## src/rtl/stack_tap_pkg.sv

```systemverilog
package stack_tap_pkg;

    localparam int IR_W = 4;

    localparam logic [IR_W-1:0] OP_BYPASS  = 4'b1111;
    localparam logic [IR_W-1:0] OP_IDCODE  = 4'b0010;
    localparam logic [IR_W-1:0] OP_STACK   = 4'b0110;
    localparam logic [IR_W-1:0] IR_CAPTURE = {{(IR_W-1){1'b0}}, 1'b1};

    typedef enum logic [3:0] {
        ST_EX2_DR = 4'h0,
        ST_EX1_DR = 4'h1,
        ST_SH_DR  = 4'h2,
        ST_PAU_DR = 4'h3,
        ST_SEL_IR = 4'h4,
        ST_UPD_DR = 4'h5,
        ST_CAP_DR = 4'h6,
        ST_SEL_DR = 4'h7,
        ST_EX2_IR = 4'h8,
        ST_EX1_IR = 4'h9,
        ST_SH_IR  = 4'hA,
        ST_PAU_IR = 4'hB,
        ST_RTI    = 4'hC,
        ST_UPD_IR = 4'hD,
        ST_CAP_IR = 4'hE,
        ST_TLR    = 4'hF
    } tap_state_e;

    typedef enum logic [1:0] {
        DSEL_BYP = 2'd0,
        DSEL_ID  = 2'd1,
        DSEL_EN  = 2'd2
    } dr_sel_e;

endpackage

```

## src/rtl/stack_tap_fsm.sv

```systemverilog
module stack_tap_fsm
    import stack_tap_pkg::*;
(
    input  logic       tck,
    input  logic       trst_n,
    input  logic       tms,
    output tap_state_e state_q
);

    typedef struct packed {
        tap_state_e st;
    } fsm_regs_t;

    fsm_regs_t r_d, r_q;

    always_comb begin
        r_d = r_q;
        unique case (r_q.st)
            ST_TLR:    r_d.st = tms ? ST_TLR    : ST_RTI;
            ST_RTI:    r_d.st = tms ? ST_SEL_DR : ST_RTI;
            ST_SEL_DR: r_d.st = tms ? ST_SEL_IR : ST_CAP_DR;
            ST_CAP_DR: r_d.st = tms ? ST_EX1_DR : ST_SH_DR;
            ST_SH_DR:  r_d.st = tms ? ST_EX1_DR : ST_SH_DR;
            ST_EX1_DR: r_d.st = tms ? ST_UPD_DR : ST_PAU_DR;
            ST_PAU_DR: r_d.st = tms ? ST_EX2_DR : ST_PAU_DR;
            ST_EX2_DR: r_d.st = tms ? ST_UPD_DR : ST_SH_DR;
            ST_UPD_DR: r_d.st = tms ? ST_SEL_DR : ST_RTI;
            ST_SEL_IR: r_d.st = tms ? ST_TLR    : ST_CAP_IR;
            ST_CAP_IR: r_d.st = tms ? ST_EX1_IR : ST_SH_IR;
            ST_SH_IR:  r_d.st = tms ? ST_EX1_IR : ST_SH_IR;
            ST_EX1_IR: r_d.st = tms ? ST_UPD_IR : ST_PAU_IR;
            ST_PAU_IR: r_d.st = tms ? ST_EX2_IR : ST_PAU_IR;
            ST_EX2_IR: r_d.st = tms ? ST_UPD_IR : ST_SH_IR;
            ST_UPD_IR: r_d.st = tms ? ST_SEL_DR : ST_RTI;
            default:   r_d.st = ST_TLR;
        endcase
    end

    always_ff @(posedge tck or negedge trst_n) begin
        if (!trst_n) r_q <= '{st: ST_TLR};
        else         r_q <= r_d;
    end

    assign state_q = r_q.st;

    // holding TMS high keeps the controller parked in Test-Logic-Reset
    a_r1_tlr_hold: assert property (@(posedge tck) disable iff (!trst_n)
        (r_q.st == ST_TLR && tms) |=> (r_q.st == ST_TLR));

    // a Shift-DR with TMS low stays in Shift-DR
    a_r1_shift_hold: assert property (@(posedge tck) disable iff (!trst_n)
        (r_q.st == ST_SH_DR && !tms) |=> (r_q.st == ST_SH_DR));

endmodule

```

## src/rtl/stack_tap_ir.sv

```systemverilog
module stack_tap_ir
    import stack_tap_pkg::*;
(
    input  logic            tck,
    input  logic            trst_n,
    input  tap_state_e      state,
    input  logic            tdi,
    output logic [IR_W-1:0] ir_q,
    output dr_sel_e         dr_sel,
    output logic            ir_so
);

    typedef struct packed {
        logic [IR_W-1:0] sh;
        logic [IR_W-1:0] op;
    } ir_regs_t;

    ir_regs_t r_d, r_q;

    always_comb begin
        r_d = r_q;
        case (state)
            ST_TLR:    r_d.op = OP_IDCODE;
            ST_CAP_IR: r_d.sh = IR_CAPTURE;
            ST_SH_IR:  r_d.sh = {tdi, r_q.sh[IR_W-1:1]};
            ST_UPD_IR: r_d.op = r_q.sh;
            default: ;
        endcase
    end

    always_ff @(posedge tck or negedge trst_n) begin
        if (!trst_n) r_q <= '{sh: '0, op: OP_IDCODE};
        else         r_q <= r_d;
    end

    always_comb begin
        case (r_q.op)
            OP_IDCODE: dr_sel = DSEL_ID;
            OP_STACK:  dr_sel = DSEL_EN;
            default:   dr_sel = DSEL_BYP;
        endcase
    end

    assign ir_q  = r_q.op;
    assign ir_so = r_q.sh[0];

    // the clock leaving Capture-IR leaves the fixed capture pattern in place
    a_r2_ir_capture: assert property (@(posedge tck) disable iff (!trst_n)
        (state == ST_CAP_IR) |=> (r_q.sh == IR_CAPTURE));

    // Test-Logic-Reset selects the identification instruction
    a_r3_idcode_after_reset: assert property (@(posedge tck) disable iff (!trst_n)
        (state == ST_TLR) |=> (ir_q == OP_IDCODE));

endmodule

```

## src/rtl/stack_tap_dr.sv

```systemverilog
module stack_tap_dr
    import stack_tap_pkg::*;
#(
    parameter int              ID_W       = 32,
    parameter logic [ID_W-1:0] IDCODE_VAL = 32'h0B57_A001
) (
    input  logic       tck,
    input  logic       trst_n,
    input  tap_state_e state,
    input  dr_sel_e    dr_sel,
    input  logic       tdi,
    output logic       dr_so,
    output logic       link_q
);

    typedef struct packed {
        logic            byp;
        logic [ID_W-1:0] id_sh;
        logic            link_sh;
        logic            link;
    } dr_regs_t;

    dr_regs_t r_d, r_q;

    always_comb begin
        r_d = r_q;
        case (state)
            ST_TLR: r_d.link = 1'b0;
            ST_CAP_DR: begin
                case (dr_sel)
                    DSEL_ID: r_d.id_sh   = IDCODE_VAL;
                    DSEL_EN: r_d.link_sh = r_q.link;
                    default: r_d.byp     = 1'b0;
                endcase
            end
            ST_SH_DR: begin
                case (dr_sel)
                    DSEL_ID: r_d.id_sh   = {tdi, r_q.id_sh[ID_W-1:1]};
                    DSEL_EN: r_d.link_sh = tdi;
                    default: r_d.byp     = tdi;
                endcase
            end
            ST_UPD_DR: begin
                if (dr_sel == DSEL_EN) r_d.link = r_q.link_sh;
            end
            default: ;
        endcase
    end

    always_ff @(posedge tck or negedge trst_n) begin
        if (!trst_n) r_q <= '0;
        else         r_q <= r_d;
    end

    always_comb begin
        case (dr_sel)
            DSEL_ID: dr_so = r_q.id_sh[0];
            DSEL_EN: dr_so = r_q.link_sh;
            default: dr_so = r_q.byp;
        endcase
    end

    assign link_q = r_q.link;

    // the link state moves only on an Update-DR of the stack-link register
    a_r6_link_sticky: assert property (@(posedge tck) disable iff (!trst_n)
        (!(state == ST_UPD_DR && dr_sel == DSEL_EN) && state != ST_TLR)
        |=> $stable(r_q.link));

    // Test-Logic-Reset drops the link
    a_r10_tlr_clears: assert property (@(posedge tck) disable iff (!trst_n)
        (state == ST_TLR) |=> !r_q.link);

endmodule

```

## src/rtl/stack_tap.sv

```systemverilog
module stack_tap
    import stack_tap_pkg::*;
#(
    parameter int              ID_W       = 32,
    parameter logic [ID_W-1:0] IDCODE_VAL = 32'h0B57_A001
) (
    input  logic tck,
    input  logic tms,
    input  logic tdi,
    input  logic trst_n,
    output logic tdo,
    output logic tdo_en,
    output logic up_tck,
    output logic up_tms,
    output logic up_tdi,
    output logic up_trst_n,
    input  logic up_tdo
);

    tap_state_e      state;
    logic [IR_W-1:0] ir_op;
    dr_sel_e         dr_sel;
    logic            ir_so;
    logic            dr_so;
    logic            link;
    logic            shifting;
    logic            local_so;

    stack_tap_fsm fsm_i (
        .tck     (tck),
        .trst_n  (trst_n),
        .tms     (tms),
        .state_q (state)
    );

    stack_tap_ir ir_i (
        .tck    (tck),
        .trst_n (trst_n),
        .state  (state),
        .tdi    (tdi),
        .ir_q   (ir_op),
        .dr_sel (dr_sel),
        .ir_so  (ir_so)
    );

    stack_tap_dr #(
        .ID_W       (ID_W),
        .IDCODE_VAL (IDCODE_VAL)
    ) dr_i (
        .tck    (tck),
        .trst_n (trst_n),
        .state  (state),
        .dr_sel (dr_sel),
        .tdi    (tdi),
        .dr_so  (dr_so),
        .link_q (link)
    );

    assign shifting = (state == ST_SH_IR) || (state == ST_SH_DR);
    assign local_so = (state == ST_SH_IR) ? ir_so : dr_so;

    // falling-edge output stage
    typedef struct packed {
        logic bit_out;
        logic oe;
        logic sel_up;
    } out_regs_t;

    out_regs_t o_d, o_q;

    always_comb begin
        o_d         = o_q;
        o_d.bit_out = shifting & local_so;
        o_d.oe      = shifting;
        o_d.sel_up  = shifting & link;
    end

    always_ff @(negedge tck or negedge trst_n) begin
        if (!trst_n) o_q <= '0;
        else         o_q <= o_d;
    end

    assign tdo       = o_q.sel_up ? up_tdo : o_q.bit_out;
    assign tdo_en    = o_q.oe;
    assign up_tck    = tck;
    assign up_tms    = tms;
    assign up_tdi    = local_so;
    assign up_trst_n = trst_n & link;

    // the output enable is only ever up while the controller shifts
    a_r11_oe_in_shift: assert property (@(posedge tck) disable iff (!trst_n)
        tdo_en |-> (state == ST_SH_IR || state == ST_SH_DR));

    // after a clock in Test-Logic-Reset the upper die is held in reset
    a_r7_upper_held: assert property (@(posedge tck) disable iff (!trst_n)
        (state == ST_TLR) |=> !up_trst_n);

endmodule

```

## config.mk

```make
export PLATFORM = sky130hd
export DESIGN_NAME = stack_tap
export DESIGN_NICKNAME = d
export VERILOG_FILES = /design/src/rtl/stack_tap_pkg.sv /design/src/rtl/stack_tap_fsm.sv /design/src/rtl/stack_tap_ir.sv /design/src/rtl/stack_tap_dr.sv /design/src/rtl/stack_tap.sv
export SDC_FILE = /design/constraint.sdc
export NUM_CORES = 1
export LEC_CHECK = 0
export BUFFER_PORTS_ARGS = -buffer_cell sky130_fd_sc_hd__buf_2
export CORE_MARGIN = 4
export CORE_UTILIZATION = 33
export CTS_CLUSTER_SIZE = 8
export DETAILED_ROUTE_END_ITERATION = 8
export PLACE_DENSITY = 0.51
export SYNTH_ARGS = -nofsm -noshare
export SYNTH_HDL_FRONTEND = slang
export SYNTH_SLANG_ARGS = --single-unit
export TNS_END_PERCENT = 100
```

## constraint.sdc

```tcl
create_clock -name tck -period 2.23 [get_ports tck]
set_input_delay 0.3345 -clock tck [delete_from_list [all_inputs] [get_ports tck]]
set_output_delay 0.3345 -clock tck [all_outputs]
set_load 0.01 [all_outputs]
```

# == After elaboration in Yosys (flattened, before gate mapping) ==
# Index checks and enable logic that the tools add are counted.
# op_classes
n_eq_ne,26
n_mux,28
reduce_logical,14
bitwise_logic,3
# ops
operator,count
$pmux W34 S2,1
$mux W32,2
$pmux W4 S12,1
$eq A4 B4 Y1 const B,8
$eq A4 B3 Y1 const B,5
$pmux W4 S2,2
$eq A4 B2 Y1 const B,3
$mux W2,6
$mux W3,4
$ne A2 B1 Y1 const B,5
$reduce_and A3 Y1,3
$mux W1,8
$reduce_bool A2 Y1,4
$reduce_or A2 Y1,3
$eq A4 B1 Y1 const B,1
$logic_not A4 Y1,1
$mux W4,1
$ne A2 B2 Y1 const B,2
$pmux W1 S2,2
$pmux W2 S2,1
$and A1 B1 Y1,3
$reduce_or A3 Y1,1
$eq A2 B1 Y1 const B,1
$eq A2 B2 Y1 const B,1
other kinds (2),2
# totals
reg_bits,50
wordCells,81
inputBits,5
output_inout_bits,6

# == Depth between registers and ports, before layout ==
# logic_depth
depth_word,6
ltp_mapped,9
ltp_nobuf,7

# == By module ==
# Synthesis repeated with hierarchy kept, for this count alone.
# hier_totals
cells_unflattened,215
area_unflattened_um2,2529.9
# modules_own_cells
module,cells_per_inst,n_inst,seq_area_each_um2,area_per_inst_um2
stack_tap_dr,148,1,875.8,1732.9
stack_tap_ir,35,1,201.4,434.2
stack_tap_fsm,19,1,105.1,197.7
stack_tap,13,1,75.1,165.2

==> flow_results.xml <==
<?xml version="1.0" encoding="UTF-8"?>
<metrics>
  <group name="floorplan">
    <metric name="initial_cell_density_of_the_core" unit="%">34.1</metric>
    <metric name="die_height" unit="um">91.8</metric>
    <metric name="die-area" unit="um2">8420</metric>
    <metric name="placeableCoreArea" unit="um2">6790</metric>
    <metric name="floorplan.die.width" unit="um">91.8</metric>
    <metric name="num_rows" unit="">30</metric>
    <metric name="io-pin-count" unit="">11</metric>
  </group>
  <group name="drt">
    <metric name="wl_per_cell" unit="um">11.8</metric>
    <metric name="detail_route.first_pass.iterations" unit="">4</metric>
    <metric name="drtIter0Drc" unit="">54</metric>
    <metric name="num_vias" unit="">1590</metric>
    <metric name="drc" unit="">0</metric>
    <metric name="route.antenna.remaining_nets" unit="">0</metric>
    <metric name="drt-total-wl" unit="um">4180</metric>
    <metric name="avgViaCountPerCell" unit="">4.50</metric>
  </group>
  <group name="final_layout">
    <metric name="area_delta_synth_final" unit="%">14.5</metric>
    <metric name="final-seq-area" unit="um2">1260</metric>
    <metric name="fillerInstances" unit="">696</metric>
    <metric name="finalInstanceArea" unit="um2">2650</metric>
    <metric name="finish.net_count" unit="">263</metric>
    <metric name="drive_gt1_share" unit="%">19.5</metric>
    <metric name="finalNonFillerCells" unit="">353</metric>
    <metric name="antennaDiodeCount" unit="">0</metric>
    <metric name="multiInputGateArea" unit="um2">948</metric>
  </group>
  <group name="synthesis">
    <metric name="ys.warnings.count" unit="">0</metric>
    <metric name="ys_types" unit="">40</metric>
    <metric name="synthesis.instances" unit="">239</metric>
    <metric name="synth_top_cell_area_share" unit="%">45.4</metric>
    <metric name="synth_seq_area_share" unit="%">54.3</metric>
    <metric name="leading_cell_types_by_total_area_after_synthesis" unit="">sky130_fd_sc_hd__dfrtp_1 (45%), sky130_fd_sc_hd__nand2_1 (7.9%), sky130_fd_sc_hd__nand2b_1 (7.0%), sky130_fd_sc_hd__o21ai_1 (6.5%), sky130_fd_sc_hd__dfstp_2 (5.7%)</metric>
    <metric name="synthesis.area" unit="um2">2310</metric>
    <metric name="post_synthesis_register_bit_count" unit="">50</metric>
    <metric name="synth_area_per_cell" unit="um2">9.69</metric>
    <metric name="synth_top_area_cell" unit="">sky130_fd_sc_hd__dfrtp_1</metric>
    <metric name="syn-num-nets" unit="">246</metric>
  </group>
  <group name="critical_path">
    <metric name="criticalPathCategory" unit="">flop to flop</metric>
    <metric name="critical_path.max_stage_delay" unit="ns">0.55</metric>
    <metric name="end_kind" unit="">flop</metric>
    <metric name="critical_path_arrival" unit="ns">1.90</metric>
    <metric name="cpMaxStageDelayCell" unit="">sky130_fd_sc_hd__dfstp_2</metric>
    <metric name="crit_chain" unit="">nand2_2 &gt; or2_4 &gt; ha_4 &gt; a221oi_2 &gt; o31ai_1 &gt; and2_1</metric>
    <metric name="start_kind" unit="">flop</metric>
    <metric name="cp.required" unit="ns">1.40</metric>
    <metric name="rrSetupSlack" unit="ns">-0.51</metric>
    <metric name="worst-path-max-fanout" unit="">3</metric>
  </group>
  <group name="hold_path">
    <metric name="holdCritPathClass" unit="">input pin to flop</metric>
  </group>
  <group name="global_route">
    <metric name="grt_max_degree" unit="">48</metric>
    <metric name="grt_pass1_wl" unit="um">7490</metric>
    <metric name="leftover_overflow_at_the_end_of_global_routing" unit="">0</metric>
    <metric name="track_usage" unit="%">11.0</metric>
    <metric name="grt_pass1_vias" unit="">1586</metric>
    <metric name="grt_antenna_before_repair" unit="">0</metric>
  </group>
  <group name="placed_design">
    <metric name="place.port_buffers" unit="">10</metric>
    <metric name="gpl.final_weighted_congestion" unit="">0.705</metric>
    <metric name="placed_cells_incl_taps" unit="">340</metric>
    <metric name="placement.cell_area" unit="um2">2480</metric>
    <metric name="place.detailed.hpwl" unit="um">2660</metric>
  </group>
  <group name="outcome">
    <metric name="run_status" unit="">finished, violations left</metric>
    <metric name="failing_checks" unit="">negative setup slack</metric>
  </group>
  <group name="sta">
    <metric name="final-hold-violation-count" unit="">0</metric>
    <metric name="grt_setup_unrepaired" unit="">yes</metric>
    <metric name="hold_ws" unit="ns">0.195</metric>
    <metric name="slew_headroom" unit="%">72.1</metric>
    <metric name="post_route_worst_setup_slack" unit="ns">-0.506</metric>
    <metric name="final_sum_of_negative_setup_slack" unit="ns">-1.38</metric>
    <metric name="finalSetupViolations" unit="">4</metric>
    <metric name="slew_worst_pin" unit="ns">0.419</metric>
    <metric name="maxSlewViolCount" unit="">0</metric>
    <metric name="worst_clock_skew" unit="ns">0.0181</metric>
  </group>
  <group name="power">
    <metric name="max_rail_drop_vdd" unit="uV">520</metric>
    <metric name="power.density_cell_area" unit="nW/um2">1300</metric>
    <metric name="p_leak" unit="nW">1.17</metric>
    <metric name="report.power.total" unit="mW">3.44</metric>
  </group>
  <group name="clock_network">
    <metric name="worst_skew_pair.late_latency" unit="ns">0.42</metric>
    <metric name="cts_tree" unit="">built</metric>
    <metric name="clkTransAtPathRegs" unit="ns">0.09</metric>
  </group>
  <group name="job">
    <metric name="timing.max_cap.violations" unit="">0</metric>
  </group>
</metrics>
-- kinds of logic (layout without fill, tap and decap cells) --
family                     count (synthesis)  count (layout)  synth area share, %
buffers and inverters                     21              39                 6.49
muxes                                      3               3                 1.41
adders and majority gates                  2               2                 1.08
AOI/OAI and AO/OA                         57              57                 13.9
and+or+nand+nor                          106             106                 22.8
DFF                                       50              50                 54.3
-- cells in the final DEF, fill, tap and decap left out, drive strengths merged, types with 3 or more instances in the layout --
cell type / netlist / routed
dfstp: 5 / 5
nor2: 15 / 15
inv: 4 / 4
dfrtp: 42 / 42
nand2b: 26 / 26
dfrtn: 3 / 3
clkbuf: 1 / 10
buf: 16 / 23
nand2: 49 / 49
o21ai: 42 / 42
and2: 3 / 3
-- registers in the layout, indices dropped and copies added (netlist names) --
name           cells
ir_i.ir_q          4
ir_i.r_q           3
o_q                2
ir_i.ir_so         1
dr_i.link_q        1
dr_i.r_q          34
fsm_i.state_q      4
tdo_en             1
-- worst max-delay path, delay by kind of cell (launching register included) --
| kind | cells | cell delay (ns) |
|---|---|---|
| adder cells (fa/ha/maj) | 1 | 0.16 |
| AO/OA/AOI/OAI | 2 | 0.35 |
| AND/OR/NAND/NOR | 3 | 0.43 |
| flip-flops | 1 | 0.55 |
-- power breakdown --
group / switching, mW / internal (mW) / total, mW
Sequential: 0.183 / 1.23 / 1.41
Clock: 0.339 / 0.377 / 0.716
Combinational: 0.699 / 0.610 / 1.31
Total: 1.22 / 2.22 / 3.44
-- cell type report --
type / count / area share [%]
sequential: 50 / 47.5
multi-input combinational: 168 / 35.8
timing repair buffer: 23 / 6.47
clock buffer: 11 / 5.00
tap: 96 / 4.53
inverter: 4 / 0.567
clock inverter: 1 / 0.189
-- metrics by stage --
step	util, %	setup WS [ns]
4_1_cts	39.2	-0.530
3_5_place_dp	36.6	-0.542
6_report	39.0	-0.506
5_1_grt	39.0	-0.586
3_3_place_gp	36.6	-0.524
2_1_floorplan	-	-0.501
-- metal layers --
layer / vias to the layer above / part of all wire, % / routed length [um] / track usage [%]
li1: 818 / - / - / -
met1: 750 / 53 / 2230 / 15.1
met2: 18 / 42 / 1770 / 15.9
met3: 4 / 3.5 / 146 / 4.43
met4: 0 / 0.65 / 27 / 3.47
met5: - / 0 / 0 / 0
-- what timing repair did --
item | in CTS | in global routing
endpoints found under the setup margin | 4 | 4
resized for setup | 4 | 0
buffers inserted | 3 | 0
pin swaps | 3 | 1
hold endpoints to repair | 3 | 0
hold buffers | 1 | 0
-- synthesized netlist by cell type (all sizes together) --
cell type,count
o31a,1
nand2b,26
nand4bb,1
mux2i,1
a221oi,1
dfrtp,42
buf,16
or2,1
dfrtn,3
o2bb2ai,1
inv,4
nor2,15
nand3b,2
or2b,1
and2,3
and2b,2
nor2b,1
a22oi,1
nor3b,2
a21oi,2
nand4,1
o22ai,2
nand2,49
mux2,2
o221ai,1
a41oi,1
a21boi,1
dfstp,5
a21o,1
o31ai,1
o21a,1
o211ai,1
o21ai,42
ha,2
clkbuf,1
nand3,2
-- path summary, 6_finish.rpt --
| path | from | end | depth (start not counted) |
|---|---|---|---|
| max in group asynchronous | trst_n | o_q[2]$_DFF_NN0_ | 2 |
| worst min-delay path | tdi | dr_i.r_q[33]$_DFFE_PN0P_ | 3 |
| worst min register to register | dr_i.r_q[23]$_DFFE_PN0P_ | dr_i.r_q[23]$_DFFE_PN0P_ | 2 |
| worst max-delay path | ir_i.ir_q[1]$_DFFE_PN1P_ | o_q[2]$_DFF_NN0_ | 6 |
| worst max register to register | ir_i.ir_q[1]$_DFFE_PN1P_ | o_q[2]$_DFF_NN0_ | 6 |
| min in group asynchronous | trst_n | dr_i.r_q[28]$_DFFE_PN0P_ | 2 |
No activity file was read; power rests on OpenSTA's default activity.
